`src/rtl/wl_pkg.sv`:
```
package wl_pkg;

    typedef enum logic [1:0] {
        CMD_DES = 2'd0,
        CMD_NOP = 2'd1,
        CMD_MRS = 2'd2
    } wl_cmd_e;

    typedef enum logic [3:0] {
        S_IDLE,
        S_ENTER,
        S_MOD,
        S_ODT,
        S_DQSEN,
        S_PRE,
        S_HIGH,
        S_LOW,
        S_SAMPLE,
        S_DROP,
        S_EXIT,
        S_DONE
    } wl_state_e;

    localparam int LVL_BIT  = 7;
    localparam int QOFF_BIT = 12;
    localparam logic [1:0] MR1_IDX = 2'd1;

    function automatic int imax(input int a, input int b);
        return (a > b) ? a : b;
    endfunction

endpackage

```
`src/rtl/wl_cycle_timer.sv`:
```
module wl_cycle_timer #(
    parameter int TW = 6
) (
    input  logic          clk,
    input  logic          rst_n,
    input  logic          load,
    input  logic [TW-1:0] load_val,
    output logic          zero
);
    logic [TW-1:0] cnt_d, cnt_q;

    always_comb begin
        cnt_d = cnt_q;
        if (load)
            cnt_d = load_val;
        else if (cnt_q != '0)
            cnt_d = cnt_q - 1'b1;
    end

    always_ff @(posedge clk or negedge rst_n) begin
        if (!rst_n) cnt_q <= '0;
        else        cnt_q <= cnt_d;
    end

    assign zero = (cnt_q == '0);
endmodule

```
`src/rtl/wl_code_walker.sv`:
```
module wl_code_walker #(
    parameter int CW   = 4,
    parameter int INIT = 8
) (
    input  logic          clk,
    input  logic          rst_n,
    input  logic          reload,
    input  logic          up,
    input  logic          dn,
    output logic [CW-1:0] code,
    output logic          at_max,
    output logic          at_min
);
    localparam logic [CW-1:0] INIT_C = CW'(INIT);

    logic [CW-1:0] code_d, code_q;

    assign at_max = (code_q == '1);
    assign at_min = (code_q == '0);

    always_comb begin
        code_d = code_q;
        if (reload)
            code_d = INIT_C;
        else if (up && !at_max)
            code_d = code_q + 1'b1;
        else if (dn && !at_min)
            code_d = code_q - 1'b1;
    end

    always_ff @(posedge clk or negedge rst_n) begin
        if (!rst_n) code_q <= INIT_C;
        else        code_q <= code_d;
    end

    assign code = code_q;
endmodule

```
`src/rtl/wl_leveler.sv`:
```
module wl_leveler
    import wl_pkg::*;
#(
    parameter int          CW        = 4,
    parameter int          CODE_INIT = 8,
    parameter int          T_MOD     = 12,
    parameter int          T_ODTLON  = 4,
    parameter int          T_WLDQSEN = 25,
    parameter int          T_WLMRD   = 40,
    parameter int          T_WPRE    = 2,
    parameter int          T_DQSH    = 2,
    parameter int          T_DQSL    = 2,
    parameter int          T_WLO     = 6,
    parameter logic [15:0] MR1_BASE  = 16'h0044
) (
    input  logic          clk,
    input  logic          rst_n,
    input  logic          start,
    input  logic          dq_fb,
    output logic          done,
    output logic          err,
    output logic [1:0]    cmd,
    output logic [1:0]    mrs_bank,
    output logic [15:0]   mrs_data,
    output logic          odt,
    output logic          dqs_oe,
    output logic          dqs,
    output logic          dqs_n,
    output logic [CW-1:0] dly_code
);
    // Derived durations, each at least one cycle
    localparam int PRE_CYC = imax(imax(T_WPRE, T_WLMRD), 1);
    localparam int LOW_CYC = imax(imax(T_WLO, T_DQSL), 1);
    localparam int MOD_CYC = imax(T_MOD, 1);
    localparam int ON_CYC  = imax(T_ODTLON, 1);
    localparam int EN_CYC  = imax(T_WLDQSEN, 1);
    localparam int HI_CYC  = imax(T_DQSH, 1);
    localparam int MAXD    = imax(imax(imax(PRE_CYC, LOW_CYC), imax(MOD_CYC, ON_CYC)),
                                  imax(EN_CYC, HI_CYC));
    localparam int TW      = $clog2(MAXD + 1);

    localparam logic [15:0] LVL_MASK  = 16'(1) << LVL_BIT;
    localparam logic [15:0] QOFF_MASK = 16'(1) << QOFF_BIT;
    localparam logic [15:0] MR1_ENTER = (MR1_BASE & ~QOFF_MASK) | LVL_MASK;
    localparam logic [15:0] MR1_LEAVE = MR1_BASE & ~QOFF_MASK & ~LVL_MASK;

    typedef struct packed {
        wl_state_e st;
        logic      pzero;
        logic      err;
    } regs_t;

    regs_t r_d, r_q;

    logic          tmr_load;
    logic [TW-1:0] tmr_val;
    logic          tmr_zero;
    logic          step_up, step_dn, code_reload;
    logic          at_max, at_min;

    wl_cycle_timer #(.TW(TW)) u_timer (
        .clk      (clk),
        .rst_n    (rst_n),
        .load     (tmr_load),
        .load_val (tmr_val),
        .zero     (tmr_zero)
    );

    wl_code_walker #(.CW(CW), .INIT(CODE_INIT)) u_code (
        .clk    (clk),
        .rst_n  (rst_n),
        .reload (code_reload),
        .up     (step_up),
        .dn     (step_dn),
        .code   (dly_code),
        .at_max (at_max),
        .at_min (at_min)
    );

    always_comb begin
        r_d         = r_q;
        tmr_load    = 1'b0;
        tmr_val     = '0;
        step_up     = 1'b0;
        step_dn     = 1'b0;
        code_reload = 1'b0;
        case (r_q.st)
            S_IDLE: if (start) begin
                r_d.st      = S_ENTER;
                r_d.err     = 1'b0;
                r_d.pzero   = 1'b0;
                code_reload = 1'b1;
            end
            S_ENTER: begin
                r_d.st   = S_MOD;
                tmr_load = 1'b1;
                tmr_val  = TW'(MOD_CYC - 1);
            end
            S_MOD: if (tmr_zero) begin
                r_d.st   = S_ODT;
                tmr_load = 1'b1;
                tmr_val  = TW'(ON_CYC - 1);
            end
            S_ODT: if (tmr_zero) begin
                r_d.st   = S_DQSEN;
                tmr_load = 1'b1;
                tmr_val  = TW'(EN_CYC - 1);
            end
            S_DQSEN: if (tmr_zero) begin
                r_d.st   = S_PRE;
                tmr_load = 1'b1;
                tmr_val  = TW'(PRE_CYC - 1);
            end
            S_PRE: if (tmr_zero) begin
                r_d.st   = S_HIGH;
                tmr_load = 1'b1;
                tmr_val  = TW'(HI_CYC - 1);
            end
            S_HIGH: if (tmr_zero) begin
                r_d.st   = S_LOW;
                tmr_load = 1'b1;
                tmr_val  = TW'(LOW_CYC - 1);
            end
            S_LOW: if (tmr_zero) r_d.st = S_SAMPLE;
            S_SAMPLE: begin
                if (dq_fb) begin
                    if (r_q.pzero) begin
                        r_d.st = S_DROP;
                    end else if (at_min) begin
                        r_d.err = 1'b1;
                        r_d.st  = S_DROP;
                    end else begin
                        step_dn  = 1'b1;
                        r_d.st   = S_HIGH;
                        tmr_load = 1'b1;
                        tmr_val  = TW'(HI_CYC - 1);
                    end
                end else begin
                    r_d.pzero = 1'b1;
                    if (at_max) begin
                        r_d.err = 1'b1;
                        r_d.st  = S_DROP;
                    end else begin
                        step_up  = 1'b1;
                        r_d.st   = S_HIGH;
                        tmr_load = 1'b1;
                        tmr_val  = TW'(HI_CYC - 1);
                    end
                end
            end
            S_DROP:  r_d.st = S_EXIT;
            S_EXIT:  r_d.st = S_DONE;
            S_DONE:  r_d.st = S_IDLE;
            default: r_d.st = S_IDLE;
        endcase
    end

    always_ff @(posedge clk or negedge rst_n) begin
        if (!rst_n) r_q <= '{st: S_IDLE, pzero: 1'b0, err: 1'b0};
        else        r_q <= r_d;
    end

    // Output decode from registered state
    wl_cmd_e cmd_e;
    always_comb begin
        case (r_q.st)
            S_IDLE, S_DONE:  cmd_e = CMD_DES;
            S_ENTER, S_EXIT: cmd_e = CMD_MRS;
            default:         cmd_e = CMD_NOP;
        endcase
    end

    assign cmd      = cmd_e;
    assign mrs_bank = (cmd_e == CMD_MRS) ? MR1_IDX : 2'd0;
    assign mrs_data = (r_q.st == S_ENTER) ? MR1_ENTER :
                      (r_q.st == S_EXIT)  ? MR1_LEAVE : 16'h0000;
    assign odt      = (r_q.st == S_ODT) || (r_q.st == S_DQSEN) || (r_q.st == S_PRE) ||
                      (r_q.st == S_HIGH) || (r_q.st == S_LOW) || (r_q.st == S_SAMPLE);
    assign dqs_oe   = (r_q.st == S_PRE) || (r_q.st == S_HIGH) ||
                      (r_q.st == S_LOW) || (r_q.st == S_SAMPLE);
    assign dqs      = (r_q.st == S_HIGH);
    assign dqs_n    = ~dqs;
    assign done     = (r_q.st == S_DONE);
    assign err      = r_q.err;
endmodule

```
`config.mk`:
```
export PLATFORM = sky130hd
export DESIGN_NAME = wl_leveler
export DESIGN_NICKNAME = d
export VERILOG_FILES = /design/src/rtl/wl_pkg.sv /design/src/rtl/wl_cycle_timer.sv /design/src/rtl/wl_code_walker.sv /design/src/rtl/wl_leveler.sv
export SDC_FILE = /design/constraint.sdc
export NUM_CORES = 1
export LEC_CHECK = 0
export ABC_AREA = 1
export ABC_CLOCK_PERIOD_IN_PS = 2600
export BUFFER_PORTS_ARGS = -buffer_cell sky130_fd_sc_hd__buf_2
export CAP_MARGIN = 20
export CORE_MARGIN = 4
export CORE_UTILIZATION = 42
export CTS_CLUSTER_DIAMETER = 30
export CTS_CLUSTER_SIZE = 16
export DETAILED_ROUTE_END_ITERATION = 8
export PLACE_DENSITY = 0.63
export SETUP_SLACK_MARGIN = 0.2
export SLEW_MARGIN = 20
export SYNTH_ARGS = -nofsm -noshare
export SYNTH_HDL_FRONTEND = slang
export SYNTH_HIERARCHICAL = 1
export SYNTH_SLANG_ARGS = --single-unit
```
`constraint.sdc`:
```
create_clock -name clk -period 2.6 [get_ports clk]
set_clock_uncertainty 0.2 [all_clocks]
set_input_delay 0.52 -clock clk [delete_from_list [all_inputs] [get_ports clk]]
set_output_delay 0.52 -clock clk [all_outputs]
set_load 0.01 [all_outputs]
```
# Word-level counts from Yosys, hierarchy flattened
# Index checks and enable logic that the tools add are counted.
# W data, S select, Z words.
[classes] n_addsub=3 multipliers=0 n_div=0 n_lt_le_gt_ge=0 eq_ne=24 shifts=0 muxes=49 bitwise=1 reduce_logical=25
[op_table] op="$mux W4" count=13
[op_table] op="$pmux W4 S11" count=1
[op_table] op="$pmux W6 S7" count=1
[op_table] op="$mux W6" count=5
[op_table] op="$mux W1" count=21
[op_table] op="$eq A4 B4 Y1 const B" count=5
[op_table] op="$eq A4 B3 Y1 const B" count=4
[op_table] op="$ne A2 B2 Y1 const B" count=7
[op_table] op="$eq A4 B2 Y1 const B" count=2
[op_table] op="$logic_not A4 Y1" count=2
[op_table] op="$logic_or A1 B1 Y1" count=8
[op_table] op="$mux W8" count=1
[op_table] op="$pmux W2 S2" count=2
[op_table] op="$mux W7" count=1
[op_table] op="$reduce_and A7 Y1" count=1
[op_table] op="$logic_not A6 Y1" count=1
[op_table] op="$ne A3 B2 Y1 const B" count=2
[op_table] op="$reduce_bool A6 Y1" count=1
[op_table] op="$sub A6 B1 Y6 const B" count=1
[op_table] op="$mux W5" count=1
[op_table] op="$reduce_and A5 Y1" count=1
[op_table] op="$reduce_or A5 Y1" count=1
[op_table] op="$add A4 B1 Y4 const B" count=1
[op_table] op="$eq A4 B1 Y1 const B" count=1
[op_table] op="14 further kinds" count=18
[totals] register_bits=16 latchBits=0 ramBits=0 rom_bits=0 input_bits=4 output_inout_bits=30 wordCells=107 n_memories=0

# Logic depth before layout (Yosys ltp)
# Gate-level depths: netlist of the first run.
[logic_depth] word_depth=9 depth_mapped=15 ltp_nobuf=15

# Hierarchy
# Netlist of the first run, hierarchy kept.
[by_module_without_submodules] module="wl_leveler" instances=1 cells_per_inst=114 area_per_inst_um2=685.7 seq_area_each_um2=150.1
[by_module_without_submodules] module="wl_cycle_timer" instances=1 cells_per_inst=55 area_per_inst_um2=412.9 seq_area_each_um2=150.1
[by_module_without_submodules] module="wl_code_walker" instances=1 cells_per_inst=46 area_per_inst_um2=342.8 seq_area_each_um2=101.3

# Least setup slack after synthesis of the first run
# Ideal clock, no wire load.
[synth_path] path_type="flip-flop to flip-flop" start="register u_code.code_q[2] (netlist: u_code/code[2])" end="register u_code.code_q[3] (netlist: u_code/code[3])" setup_time_ns=0.072 t_arrival_ns=2.007 required_time_ns=2.328 setup_slack_ns=0.321 path_stages_with_launch=15 n_path_buf=0 synth_period_minus_slack_ns=2.279 path_cell_list="dfrtp_1 nand2_1 inv_1 nand2_2 inv_1 or2_2 nor2_1 nand2_4 ha_1 nand3_1 nand3_1 nand3_1 nand3_1 nand2_1 inv_1"
[synth_between] elab_chain_cells=7 word_cells_on_any_way=19 classes_between="add/sub (2); eq/ne (1); mux (10); reduce/logical (6)"
[synth_rtl] element="start, declared" line_no="wl_code_walker.sv:16" text="logic [CW-1:0] code_d, code_q;"
[synth_rtl] element="start signal, assigned" line_no="wl_code_walker.sv:33" text="else code_q <= code_d;"
[synth_rtl] element="$eq A4 B4 Y1 (*)" line_no="wl_code_walker.sv:18" text="assign at_max = (code_q == '1);"
[synth_rtl] element="named net at_max" line_no="wl_leveler.sv:59" text="logic at_max, at_min;"
[synth_rtl] element="$mux W1 (*)" line_no="wl_leveler.sv:140" text="if (at_max) begin"
[synth_rtl] element="$mux W1 (*)" line_no="wl_leveler.sv:126" text="if (dq_fb) begin"
[synth_rtl] element="$mux W1 (*)" line_no="wl_leveler.sv:87" text="case (r_q.st)"
[synth_rtl] element="named net step_up" line_no="wl_leveler.sv:58" text="logic step_up, step_dn, code_reload;"
[synth_rtl] element="$logic_and A1 B1 Y1 (*)" line_no="wl_code_walker.sv:25" text="else if (up && !at_max)"
[synth_rtl] element="$mux W4" line_no="wl_code_walker.sv:25"
[synth_rtl] element="$mux W4" line_no="wl_code_walker.sv:23" text="if (reload)"
# The timed path passes the listed nets; every way through them passes the cells marked *. The select of a mux whose other input is x is not followed.
# A chain may end at the register's enable or synchronous reset.

# Worst setup path in the final report of the first run
# Ends and elaborated chain as after synthesis.

==> reports/qor.log, run 1 <==
INFO  sta            hold_violations=0
INFO  power_and_ir_drop power_frac_clock=7.2%
INFO  sta            final.setup.worst_slack=0.355ns
INFO  sta            min_period=2.25ns
INFO  logic_synthesis synth-edff-count=0
INFO  finish         antennaDiodeCount=0
INFO  finish         fraction_of_final_layout_cells_with_drive_strength_greater_than_1=23.0%
INFO  routing        drt_iter0_drc=47
INFO  place          dpl.hpwl=2350µm
INFO  floorplan      fp.coreArea=0.00334mm²
INFO  status         status=complete, no violations
INFO  routing        drt_wl_total=2930µm
INFO  routing        drc_violations_left=0
INFO  clock_network  cts_max_level=1
INFO  sta            post-route-period-util=86.4%
INFO  floorplan      io_pins=34
INFO  sta            fmaxAchievable=445MHz
INFO  clock_network  cts_inserted_buffers=3
INFO  routing        via_count=1273
INFO  sta            finalSetupTns=0ns
INFO  grt            globalRouteOverflowTotal=0
INFO  critical_path  timing.critical_path.from_type=flip-flop
INFO  clock_network  cts_root_buffer=clkbuf_4
INFO  clock_network  clk_pin_slew_worst_paths=0.10ns
INFO  grt            met1_track_demand_over_resource=18.8%
INFO  grt            grt_most_used_layer=met2
INFO  grt            grt_max_degree=17
INFO  critical_path  worstPathMaxFanout=5
INFO  logic_synthesis synth_sequential_area_ratio=27.9%
INFO  logic_synthesis yosysTopAreaCell=dfrtp_1
INFO  logic_synthesis synth_cells=215
INFO  power_and_ir_drop comb_power_share=67.7%
INFO  finish         layout.nets=249
INFO  power_and_ir_drop p_int=0.000942W
INFO  power_and_ir_drop power_density=1210mW/mm²
INFO  place          dp_worst_setup_slack=0.194ns
INFO  routing        drt_pass1_iterations=4
INFO  sta            drv_slew=0
INFO  finish         synthToLayoutAreaGrowth=11.5%
INFO  logic_synthesis synth_top_area_share=26.0%
INFO  routing        ant_nets=0
INFO  power_and_ir_drop switchingPower=0.00101W
INFO  critical_path  critical_path_endpoint_category=flip-flop
INFO  power_and_ir_drop power.share.sequential=25.0%
INFO  place          routabilityCongestion=0.857
INFO  logic_synthesis post_synth_instance_area=0.00144mm²
INFO  floorplan      die_w=66.6µm
INFO  place          portBuffers=19
INFO  sta            finalSetupViolCount=0
INFO  floorplan      core.rowCount=21
INFO  grt            grt_antenna_before_repair=0
INFO  grt            met2_usage=24.4%
INFO  logic_synthesis synth_area_per_cell=6.70µm²
INFO  sta            rsz0062_at_grt=true
INFO  grt            gr-usage-all-layers=14.2%
INFO  critical_path  cp.arrival=2.27ns
INFO  floorplan      die_height=66.6µm
INFO  logic_synthesis yosys_register_bits=16
INFO  critical_path  cp.required=2.63ns
INFO  routing        wire_per_inst=10.3µm
INFO  logic_synthesis synth.lib_cells_used.distinct=32
INFO  place          cell_area_reported_after_detailed_placement=0.00151mm²
INFO  power_and_ir_drop ir_drop=0.476mV
INFO  clock_network  clock_tree.buffer_depth=2
INFO  finish         finalCoreUtilization=48.1%
INFO  power_and_ir_drop netSwitchingFraction=51.6%
INFO  place          placed_cell_count=276
INFO  floorplan      die_area=0.00443mm²
INFO  grt            first_global_vias=1154
INFO  grt            grt_first_pass_wirelength=4990µm
INFO  logic_synthesis synth_async_sr_flop_share=100%
INFO  clock_network  clock-sinks=16
INFO  finish         finish.cell_count_without_fillers=285
INFO  logic_synthesis yosys_warnings=6
INFO  clock_network  worstSkewPairLatency=0.29ns
INFO  logic_synthesis synth_ff_type=dfrtp_1
INFO  grt            met3_layer_usage_reported_by_global_route=3.54%
INFO  logic_synthesis post_synth_main_area_contributors=dfrtp_1 26%, nand2_1 15%, buf_4 9.4%
INFO  finish         design_area=0.00161mm²
INFO  routing        viasPerCell=4.47
INFO  power_and_ir_drop cellLeakagePower=0.901nW
INFO  min_path       min_path_type=in -> reg
INFO  critical_path  timing_worst_setup_path_type=reg -> reg
INFO  flow_run       max-cap-violations=0
INFO  floorplan      floorplan.initialDensity=43.2%
INFO  clock_network  tritoncts=built
==> registers in the layout (all words and copies together) (netlist names) <==
| register | flops |
|---|---|
| u_timer/cnt_q | 6 |
| r_q | 5 |
| u_code/code | 4 |
| err | 1 |
==> critical path, stage by stage, from the launching register on <==
cell	delay [ns]
dfrtp_1	0.43
nand2_1	0.08
inv_1	0.04
nand2_2	0.10
inv_1	0.06
or2_2	0.31
nor2_4	0.13
nand2_4	0.10
ha_4	0.29
nand3_1	0.09
nand3_1	0.10
inv_1	0.04
nand2_1	0.05
nand3_1	0.06
nand2_1	0.06
inv_1	0.03
==> worst paths after layout <==
path | start | end | slack (ns) | cells after the start
worst min register to register | err | err | 0.35 | 2
max in group asynchronous | rst_n | u_code/code[3] | 1.41 | 2
min in group asynchronous | rst_n | r_q[1] | 0.47 | 2
worst max register to register | u_code/code[2] | u_code/code[3] | 0.35 | 15
worst max-delay path | u_code/code[2] | u_code/code[3] | 0.35 | 15
worst min-delay path | dq_fb | r_q[1] | 0.26 | 2
==> final cells by class <==
type	instances	area [µm²]
fillers	350	1730
multi-input cells	158	840
flip-flops and latches	16	402
repair buffers	26	150
inverters	35	131
well taps	46	57.6
clock buffers	4	26.3
==> per-layer routing <==
layer | vias to the layer above | wire length, µm
met5 | - | 0
met4 | 0 | 0
met3 | 0 | 83
met2 | 16 | 1460
met1 | 573 | 1380
li1 | 684 | -
==> metrics by stage <==
| stage | power [W] | hold slack, ns |
|---|---|---|
| 4_1_cts | 0.00189 | 0.248 |
| 3_3_place_gp | 0.00174 | 0.265 |
| 6_report | 0.00195 | 0.260 |
| 3_5_place_dp | 0.00174 | 0.267 |
| 5_1_grt | 0.00218 | 0.249 |
| 2_1_floorplan | 0.00150 | 0.0244 |
==> synth_stat cells (2+ instances only) <==
cell      instances
o21ai_1           3
nor2_4            2
nor3_1            3
nor2_1           17
inv_2             3
o21ai_0          11
nand3b_1          3
or2_2             2
buf_4            18
inv_1            32
nand2_2           7
a21oi_1           5
o22ai_1           3
dfrtp_1          15
nor2_2            4
nand2_1          57
ha_1              4
nand3_1          12
==> cells in the final DEF, fill, tap and decap left out, types with 2 or more instances in the layout <==
| cell type | synthesis | final |
|---|---|---|
| nand2_1 | 57 | 57 |
| ha_1 | 4 | 3 |
| nor2_4 | 2 | 3 |
| nand3_2 | 1 | 2 |
| or2_2 | 2 | 2 |
| o21ai_1 | 3 | 3 |
| buf_4 | 18 | 6 |
| nor2_2 | 4 | 4 |
| o22ai_1 | 3 | 3 |
| dfrtp_1 | 15 | 15 |
| nand2_2 | 7 | 7 |
| inv_1 | 32 | 32 |
| clkbuf_4 | 0 | 3 |
| nand3_1 | 12 | 11 |
| conb_1 | 1 | 14 |
| nand3b_1 | 3 | 3 |
| o21ai_0 | 11 | 10 |
| inv_2 | 3 | 3 |
| a21oi_1 | 5 | 5 |
| nor2_1 | 17 | 16 |
| nor3_1 | 3 | 3 |
| buf_2 | 0 | 19 |
==> cells by family (layout without fill, tap and decap cells) <==
| family | after synthesis | after routing | synth area share (%) |
|---|---|---|---|
| simple gates | 114 | 114 | 38.1 |
| buf+inv | 54 | 65 | 19.3 |
| compound gates | 23 | 23 | 8.42 |
| flops | 16 | 16 | 27.9 |
| fa+ha+maj | 5 | 5 | 4.86 |
| xor+xnor | 2 | 2 | 1.22 |
| other cells | 1 | 14 | 0.260 |
==> power by group through the flow <==
stage	combinational [W]	clock, W	sequential, W
2_1_floorplan	0.00102	0	0.000477
3_3_place_gp	0.00124	0	0.000497
3_5_place_dp	0.00124	0	0.000498
4_1_cts	0.00125	0.000146	0.000492
5_1_grt	0.00151	0.000158	0.000506
6_report	0.00132	0.000141	0.000488
==> what timing repair did <==
item                                    4_1_cts  5_1_grt
hold endpoints to repair                     15        0
pin swaps                                     0        1
resized for setup                             1        5
endpoints found under the setup margin        1        8
hold buffers                                  1        0
setup buffers                                 0        4
(Power assumes the default switching activity.)
==> run 2: changes to the inputs <==
--- a/config.mk
+++ b/config.mk
@@ -10,11 +10,11 @@
 export BUFFER_PORTS_ARGS = -buffer_cell sky130_fd_sc_hd__buf_2
 export CAP_MARGIN = 20
 export CORE_MARGIN = 4
-export CORE_UTILIZATION = 42
+export CORE_UTILIZATION = 40
 export CTS_CLUSTER_DIAMETER = 30
 export CTS_CLUSTER_SIZE = 16
 export DETAILED_ROUTE_END_ITERATION = 8
-export PLACE_DENSITY = 0.63
+export PLACE_DENSITY = 0.6
 export SETUP_SLACK_MARGIN = 0.2
 export SLEW_MARGIN = 20
 export SYNTH_ARGS = -nofsm -noshare
==> reports/qor.log, run 2 (same netlist as run 1, synthesis figures left out) <==
INFO  finish         multi_input_area=848µm² [was 840 µm²]
INFO  place          routabilityCongestion=0.887 [was 0.857]
INFO  min_path       hp-start=dq_fb [unchanged]
INFO  floorplan      die_w=68.0µm [was 66.6 µm]
INFO  critical_path  regToRegStartpoint=u_code/code[0] [was u_code/code[2]]
INFO  power_and_ir_drop power_density=1200mW/mm² [was 1210 mW/mm²]
INFO  flow_run       max-cap-violations=0 [unchanged]
INFO  power_and_ir_drop p_int=0.000923W [was 0.000942 W]
INFO  place          dp_worst_setup_slack=0.203ns [was 0.194 ns]
INFO  clock_network  cts_root_buffer=clkbuf_4 [unchanged]
INFO  sta            post-route-period-util=87.0% [was 86.4%]
INFO  routing        wire_per_inst=10.9µm [was 10.3 µm]
INFO  sta            final.setup.worst_slack=0.339ns [was 0.355 ns]
INFO  status         status=complete, no violations [unchanged]
INFO  place          dpl.hpwl=2440µm [was 2350 µm]
INFO  finish         most-common-layout-cells=57 x nand2_1, 32 x inv_1, 19 x buf_2 [unchanged]
INFO  finish         synthToLayoutAreaGrowth=11.5% [about the same]
INFO  critical_path  crit_path_cell_trace=inv_1 > nor2_1 > nand2_1 > buf_4 > o21ai_0 > buf_2 [was nand2_1 > inv_1 > nand2_2 > inv_1 > or2_2 > nor2_4 > nand2_4 > ha_4 > nand3_1 > nand3_1 > inv_1 > nand2_1 > nand3_1 > nand2_1 > inv_1]
INFO  power_and_ir_drop cellLeakagePower=0.895nW [was 0.901 nW]
INFO  sta            finalSetupTns=0ns [unchanged]
INFO  routing        drt_wl_total=3090µm [was 2930 µm]
INFO  floorplan      die_area=0.00463mm² [was 0.00443 mm²]
INFO  clock_network  clk_pin_slew_worst_paths=0.09ns [was 0.10 ns]
INFO  place          cell_area_reported_after_detailed_placement=0.00152mm² [was 0.00151 mm²]
INFO  power_and_ir_drop power.share.sequential=25.0% [about the same]
INFO  routing        drc_violations_left=0 [unchanged]
INFO  finish         largest_register_ff_count=6 [unchanged]
INFO  routing        viasPerCell=4.51 [was 4.47]
INFO  routing        drt_pass1_iterations=4 [unchanged]
INFO  power_and_ir_drop comb_power_share=67.9% [was 67.7%]
INFO  routing        ant_nets=0 [unchanged]
INFO  floorplan      fp.coreArea=0.00342mm² [was 0.00334 mm²]
INFO  critical_path  cp.buffers_inverters=3 [was 4]
INFO  power_and_ir_drop power=0.00193W [was 0.00195 W]
INFO  critical_path  worst_path_max_delay_cell=dfrtp_1 [unchanged]
INFO  finish         fraction_of_final_layout_cells_with_drive_strength_greater_than_1=23.5% [was 23.0%]
INFO  sta            min_period=2.26ns [was 2.25 ns]
INFO  sta            hold_violations=0 [unchanged]
INFO  clock_network  cts_inserted_buffers=3 [unchanged]
INFO  finish         final_common_cell=nand2_1 [unchanged]
INFO  finish         filler_cell_count=376 [was 350]
INFO  power_and_ir_drop ir_drop=0.437mV [was 0.476 mV]
INFO  critical_path  setup_crit_start=r_q[5] [was u_code/code[2]]
INFO  min_path       min_path_type=in -> reg [unchanged]
INFO  grt            grt_antenna_before_repair=0 [unchanged]
INFO  grt            first_global_vias=1175 [was 1154]
INFO  floorplan      core.rowCount=21 [unchanged]
INFO  critical_path  critical_path_endpoint_category=output port [was flip-flop]
INFO  critical_path  timing.critical_path.from_type=flip-flop [unchanged]
INFO  clock_network  clock_tree.buffer_depth=2 [unchanged]
INFO  floorplan      floorplan.initialDensity=42.2% [was 43.2%]
INFO  routing        drt_iter0_drc=34 [was 47]
INFO  clock_network  worstSkewPairLatency=0.28ns [was 0.29 ns]
INFO  clock_network  cts_max_level=1 [unchanged]
INFO  sta            drv_slew=0 [unchanged]
INFO  critical_path  worstPathMaxFanout=5 [unchanged]
INFO  grt            globalRouteOverflowTotal=0 [unchanged]
INFO  finish         top_register=u_timer/cnt_q [unchanged]
INFO  floorplan      io_pins=34 [unchanged]
INFO  finish         layout.nets=248 [was 249]
INFO  sta            hold-worst-slack=0.261ns [was 0.260 ns]
INFO  clock_network  clock-sinks=16 [unchanged]
INFO  critical_path  family_with_the_most_delay_on_the_worst_path=flip-flops [was simple AND/OR/NAND/NOR gates]
INFO  critical_path  timing_worst_setup_path_type=reg -> out [was reg -> reg]
INFO  critical_path  cp.required=1.88ns [was 2.63 ns]
INFO  finish         design_area=0.00161mm² [about the same]
INFO  critical_path  cp.arrival=1.54ns [was 2.27 ns]
INFO  grt            grt_first_pass_wirelength=5020µm [was 4990 µm]
INFO  clock_network  tritoncts=built [unchanged]
INFO  critical_path  largest_incremental_delay_on_the_critical_path=0.43ns [about the same]
INFO  finish         area.sequential=402µm² [unchanged]
INFO  sta            rsz0062_at_grt=true [unchanged]
INFO  routing        via_count=1280 [was 1273]
INFO  grt            grt_max_degree=17 [unchanged]
INFO  grt            gr-usage-all-layers=14.3% [was 14.2%]
INFO  finish         antennaDiodeCount=0 [unchanged]
INFO  sta            finalSetupViolCount=0 [unchanged]
INFO  sta            fmaxAchievable=442MHz [was 445 MHz]
INFO  place          portBuffers=19 [unchanged]
INFO  floorplan      die_height=68.0µm [was 66.6 µm]
INFO  power_and_ir_drop switchingPower=0.00100W [was 0.00101 W]
INFO  power_and_ir_drop power_frac_clock=7.2% [about the same]
INFO  power_and_ir_drop netSwitchingFraction=52.1% [was 51.6%]
run 2: power groups by stage:
| stage | Combinational (W) | Sequential [W] | Clock [W] |
|---|---|---|---|
| 6_report | 0.00131 | 0.000481 | 0.000138 |
| 5_1_grt | 0.00151 | 0.000497 | 0.000159 |
| 4_1_cts | 0.00127 | 0.000479 | 0.000151 |
| 3_5_place_dp | 0.00126 | 0.000484 | 0 |
| 3_3_place_gp | 0.00126 | 0.000482 | 0 |
| 2_1_floorplan | 0.00102 | 0.000477 | 0 |
run 2: area by class of cell:
class | count | share of cell area (%)
clock buffers | 4 | 1.63
inverters | 35 | 8.17
multi-input cells | 158 | 52.8
flip-flops and latches | 16 | 25.0
well taps | 46 | 3.58
repair buffers | 25 | 8.87
run 2: repair_timing:
item,in CTS,in global routing
endpoints found under the hold margin,15,0
pin swaps,0,1
resized for setup,1,7
endpoints found under the setup margin,1,8
hold buffers,1,0
setup buffers,0,2
run 2: worst register-to-register path: cells and delay by family (launching register included):
kind / cells / cell delay, ns
flops: 1 / 0.43
simple gates: 10 / 1.09
fa+ha+maj: 1 / 0.29
buf+inv: 4 / 0.17
run 2: worst paths after layout:
| check | end | slack (ns) | cells after the start |
|---|---|---|---|
| min in group asynchronous | u_timer/cnt_q[2] | 0.48 | 2 |
| worst min register to register | err | 0.33 | 2 |
| max in group asynchronous | u_code/code[3] | 1.39 | 2 |
| worst max register to register | u_code/code[3] | 0.39 | 15 |
| worst min-delay path | r_q[1] | 0.26 | 2 |
| worst max-delay path | dqs_oe | 0.34 | 6 |
run 2: metrics by stage:
step	util [%]	instances
detailed placement	44.5	277
finish	47.1	284
global placement	44.5	277
CTS	45.6	282
global route	47.1	284
floorplan	-	228
run 2: metal layers:
metal | share of wire, % | GRT usage [%]
met1 | 46 | 18.1
met2 | 49 | 24.3
met3 | 4.6 | 4.11
met4 | 0.45 | 2.48
met5 | 0 | 0
==> run 3: changes to the inputs <==
--- a/config.mk
+++ b/config.mk
@@ -9,6 +9,7 @@
 export ABC_CLOCK_PERIOD_IN_PS = 2600
 export BUFFER_PORTS_ARGS = -buffer_cell sky130_fd_sc_hd__buf_2
 export CAP_MARGIN = 20
+export CORE_ASPECT_RATIO = 0.6
 export CORE_MARGIN = 4
 export CORE_UTILIZATION = 40
 export CTS_CLUSTER_DIAMETER = 30
==> reports/qor.log, run 3 (same netlist as run 1, synthesis figures left out) <==
INFO  critical_path  timing_worst_setup_path_type=reg -> reg [was reg -> out]
INFO  routing        wire_per_inst=11.6µm [was 10.9 µm]
INFO  grt            globalRouteOverflowTotal=0 [unchanged]
INFO  finish         most-common-layout-cells=57 x nand2_1, 32 x inv_1, 19 x buf_2 [unchanged]
INFO  critical_path  cp.required=2.59ns [was 1.88 ns]
INFO  routing        route.met2.wl=1210µm [was 1510 µm]
INFO  grt            grt_max_degree=17 [unchanged]
INFO  clock_network  clock-sinks=16 [unchanged]
INFO  critical_path  cp.arrival=2.30ns [was 1.54 ns]
INFO  critical_path  r2r_slack=0.29ns [was 0.39 ns]
INFO  critical_path  critical_path_endpoint_category=flip-flop [was output port]
INFO  finish         antennaDiodeCount=0 [unchanged]
INFO  power_and_ir_drop ir_drop=0.449mV [was 0.437 mV]
INFO  sta            drv_slew=0 [unchanged]
INFO  routing        via_count=1319 [was 1280]
INFO  clock_network  clock_tree.buffer_depth=2 [unchanged]
INFO  grt            grt_antenna_before_repair=0 [unchanged]
INFO  clock_network  cts_max_level=1 [unchanged]
INFO  flow_run       max-cap-violations=0 [unchanged]
INFO  power_and_ir_drop power=0.00206W [was 0.00193 W]
INFO  floorplan      core.rowCount=16 [was 21]
INFO  sta            finalSetupViolCount=0 [unchanged]
INFO  routing        viasPerCell=4.66 [was 4.51]
INFO  power_and_ir_drop power_density=1270mW/mm² [was 1200 mW/mm²]
INFO  sta            min_period=2.31ns [was 2.26 ns]
INFO  clock_network  worstSkewPairLatency=0.26ns [was 0.28 ns]
INFO  floorplan      die_area=0.00466mm² [was 0.00463 mm²]
INFO  clock_network  tritoncts=built [unchanged]
INFO  floorplan      fp.coreArea=0.00336mm² [was 0.00342 mm²]
INFO  finish         filler_cell_count=330 [was 376]
INFO  power_and_ir_drop cellLeakagePower=0.908nW [was 0.895 nW]
INFO  routing        wl_met1=1760µm [was 1420 µm]
INFO  floorplan      die_height=54.5µm [was 68.0 µm]
INFO  place          dpl.hpwl=2620µm [was 2440 µm]
INFO  min_path       min_path_type=in -> reg [unchanged]
INFO  routing        drc_violations_left=0 [unchanged]
INFO  place          routabilityCongestion=0.908 [was 0.887]
INFO  sta            fmaxAchievable=432MHz [was 442 MHz]
INFO  place          portBuffers=19 [unchanged]
INFO  clock_network  cts_root_buffer=clkbuf_8 [was clkbuf_4]
INFO  clock_network  cts_inserted_buffers=3 [unchanged]
INFO  sta            hold_violations=0 [unchanged]
INFO  finish         design_area=0.00163mm² [was 0.00161 mm²]
INFO  clock_network  clk_pin_slew_worst_paths=0.08ns [was 0.09 ns]
INFO  critical_path  worstPathMaxFanout=5 [unchanged]
INFO  floorplan      floorplan.initialDensity=42.9% [was 42.2%]
INFO  routing        route.met3.wl=299µm [was 143 µm]
INFO  sta            rsz0062_at_grt=true [unchanged]
INFO  routing        ant_nets=0 [unchanged]
INFO  sta            hold-worst-slack=0.292ns [was 0.261 ns]
INFO  sta            post-route-period-util=89.0% [was 87.0%]
INFO  grt            grt_first_pass_wirelength=5460µm [was 5020 µm]
INFO  floorplan      die_w=85.5µm [was 68.0 µm]
INFO  floorplan      io_pins=34 [unchanged]
INFO  critical_path  timing.critical_path.from_type=flip-flop [unchanged]
INFO  place          cell_area_reported_after_detailed_placement=0.00152mm² [about the same]
INFO  routing        drt_pass1_iterations=4 [unchanged]
INFO  routing        drt_iter0_drc=160 [was 34]
INFO  sta            finalSetupTns=0ns [unchanged]
INFO  finish         synthToLayoutAreaGrowth=12.9% [was 11.5%]
INFO  routing        dr.max_layer_used=met4 [unchanged]
INFO  grt            first_global_vias=1093 [was 1175]
INFO  finish         top_register=u_timer/cnt_q [unchanged]
INFO  grt            gr-usage-all-layers=15.4% [was 14.3%]
INFO  finish         layout.nets=248 [unchanged]
INFO  routing        drt_wl_total=3290µm [was 3090 µm]
INFO  finish         fraction_of_final_layout_cells_with_drive_strength_greater_than_1=23.5% [unchanged]
INFO  finish         final_common_cell=nand2_1 [unchanged]
INFO  status         status=complete, no violations [unchanged]
INFO  finish         largest_register_ff_count=6 [unchanged]
run 3: cell counts in the layout (fill, tap and decap cells not counted):
Identical to the previous run, type by type.
run 3: report_power, final:
| part | internal [W] | total [W] | switching [W] |
|---|---|---|---|
| Combinational | 0.000497 | 0.00133 | 0.000832 |
| Sequential | 0.000368 | 0.000500 | 0.000132 |
| Clock | 0.000135 | 0.000231 | 0.0000962 |
run 3: cell type report:
cell class                 count  area (µm²)  share of cell area, %
multi-input combinational    158         840                   51.6
timing repair buffer          25         143                   8.76
tap                           45        56.3                   3.46
inverter                      35         131                   8.07
sequential                    16         403                   24.8
clock buffer                   4        55.1                   3.38
run 3: routing by layer:
| layer | vias up | track usage (%) |
|---|---|---|
| met2 | 54 | 20.2 |
| met5 | - | 0 |
| met3 | 4 | 3.61 |
| met1 | 576 | 24.6 |
| li1 | 685 | - |
| met4 | 0 | 3.16 |
run 3: per-stage QoR:
| step | setup slack [ns] | instances | utilization (%) |
|---|---|---|---|
| 3_3_place_gp | 0.242 | 276 | 45.1 |
| 5_1_grt | 0.114 | 283 | 48.4 |
| 4_1_cts | 0.203 | 281 | 47.3 |
| 3_5_place_dp | 0.114 | 276 | 45.1 |
| 2_1_floorplan | 0.321 | 228 | - |
| 6_report | 0.286 | 283 | 48.4 |
run 3: worst paths after layout:
kind                                 from             end  cells after the start
min reg2reg                           err             err                      2
max                        u_code/code[2]  u_code/code[3]                     15
min in group asynchronous           rst_n             err                      2
max in group asynchronous           rst_n  u_code/code[3]                      2
min                                 dq_fb          r_q[1]                      2
max reg2reg                u_code/code[2]  u_code/code[3]                     15
run 3: repair_timing:
| item | 4_1_cts | 5_1_grt |
|---|---|---|
| setup buffers | 0 | 2 |
| hold endpoints to repair | 15 | 0 |
| hold buffers | 1 | 0 |
| pin swaps | 0 | 1 |
| gates resized for setup | 2 | 5 |
| setup endpoints to repair | 1 | 11 |
run 3: critical path, stage by stage, from the launching register on:
cell and delay (ns):
dfrtp_2 0.44, nand2_1 0.08, inv_1 0.04, nand2_2 0.10, inv_1 0.06, or2_2 0.31
nor2_4 0.13, nand2_4 0.10, ha_4 0.29, nand3_1 0.07, nand3_1 0.10, inv_1 0.05
nand2_1 0.07, nand3_1 0.08, nand2_1 0.09, inv_1 0.04
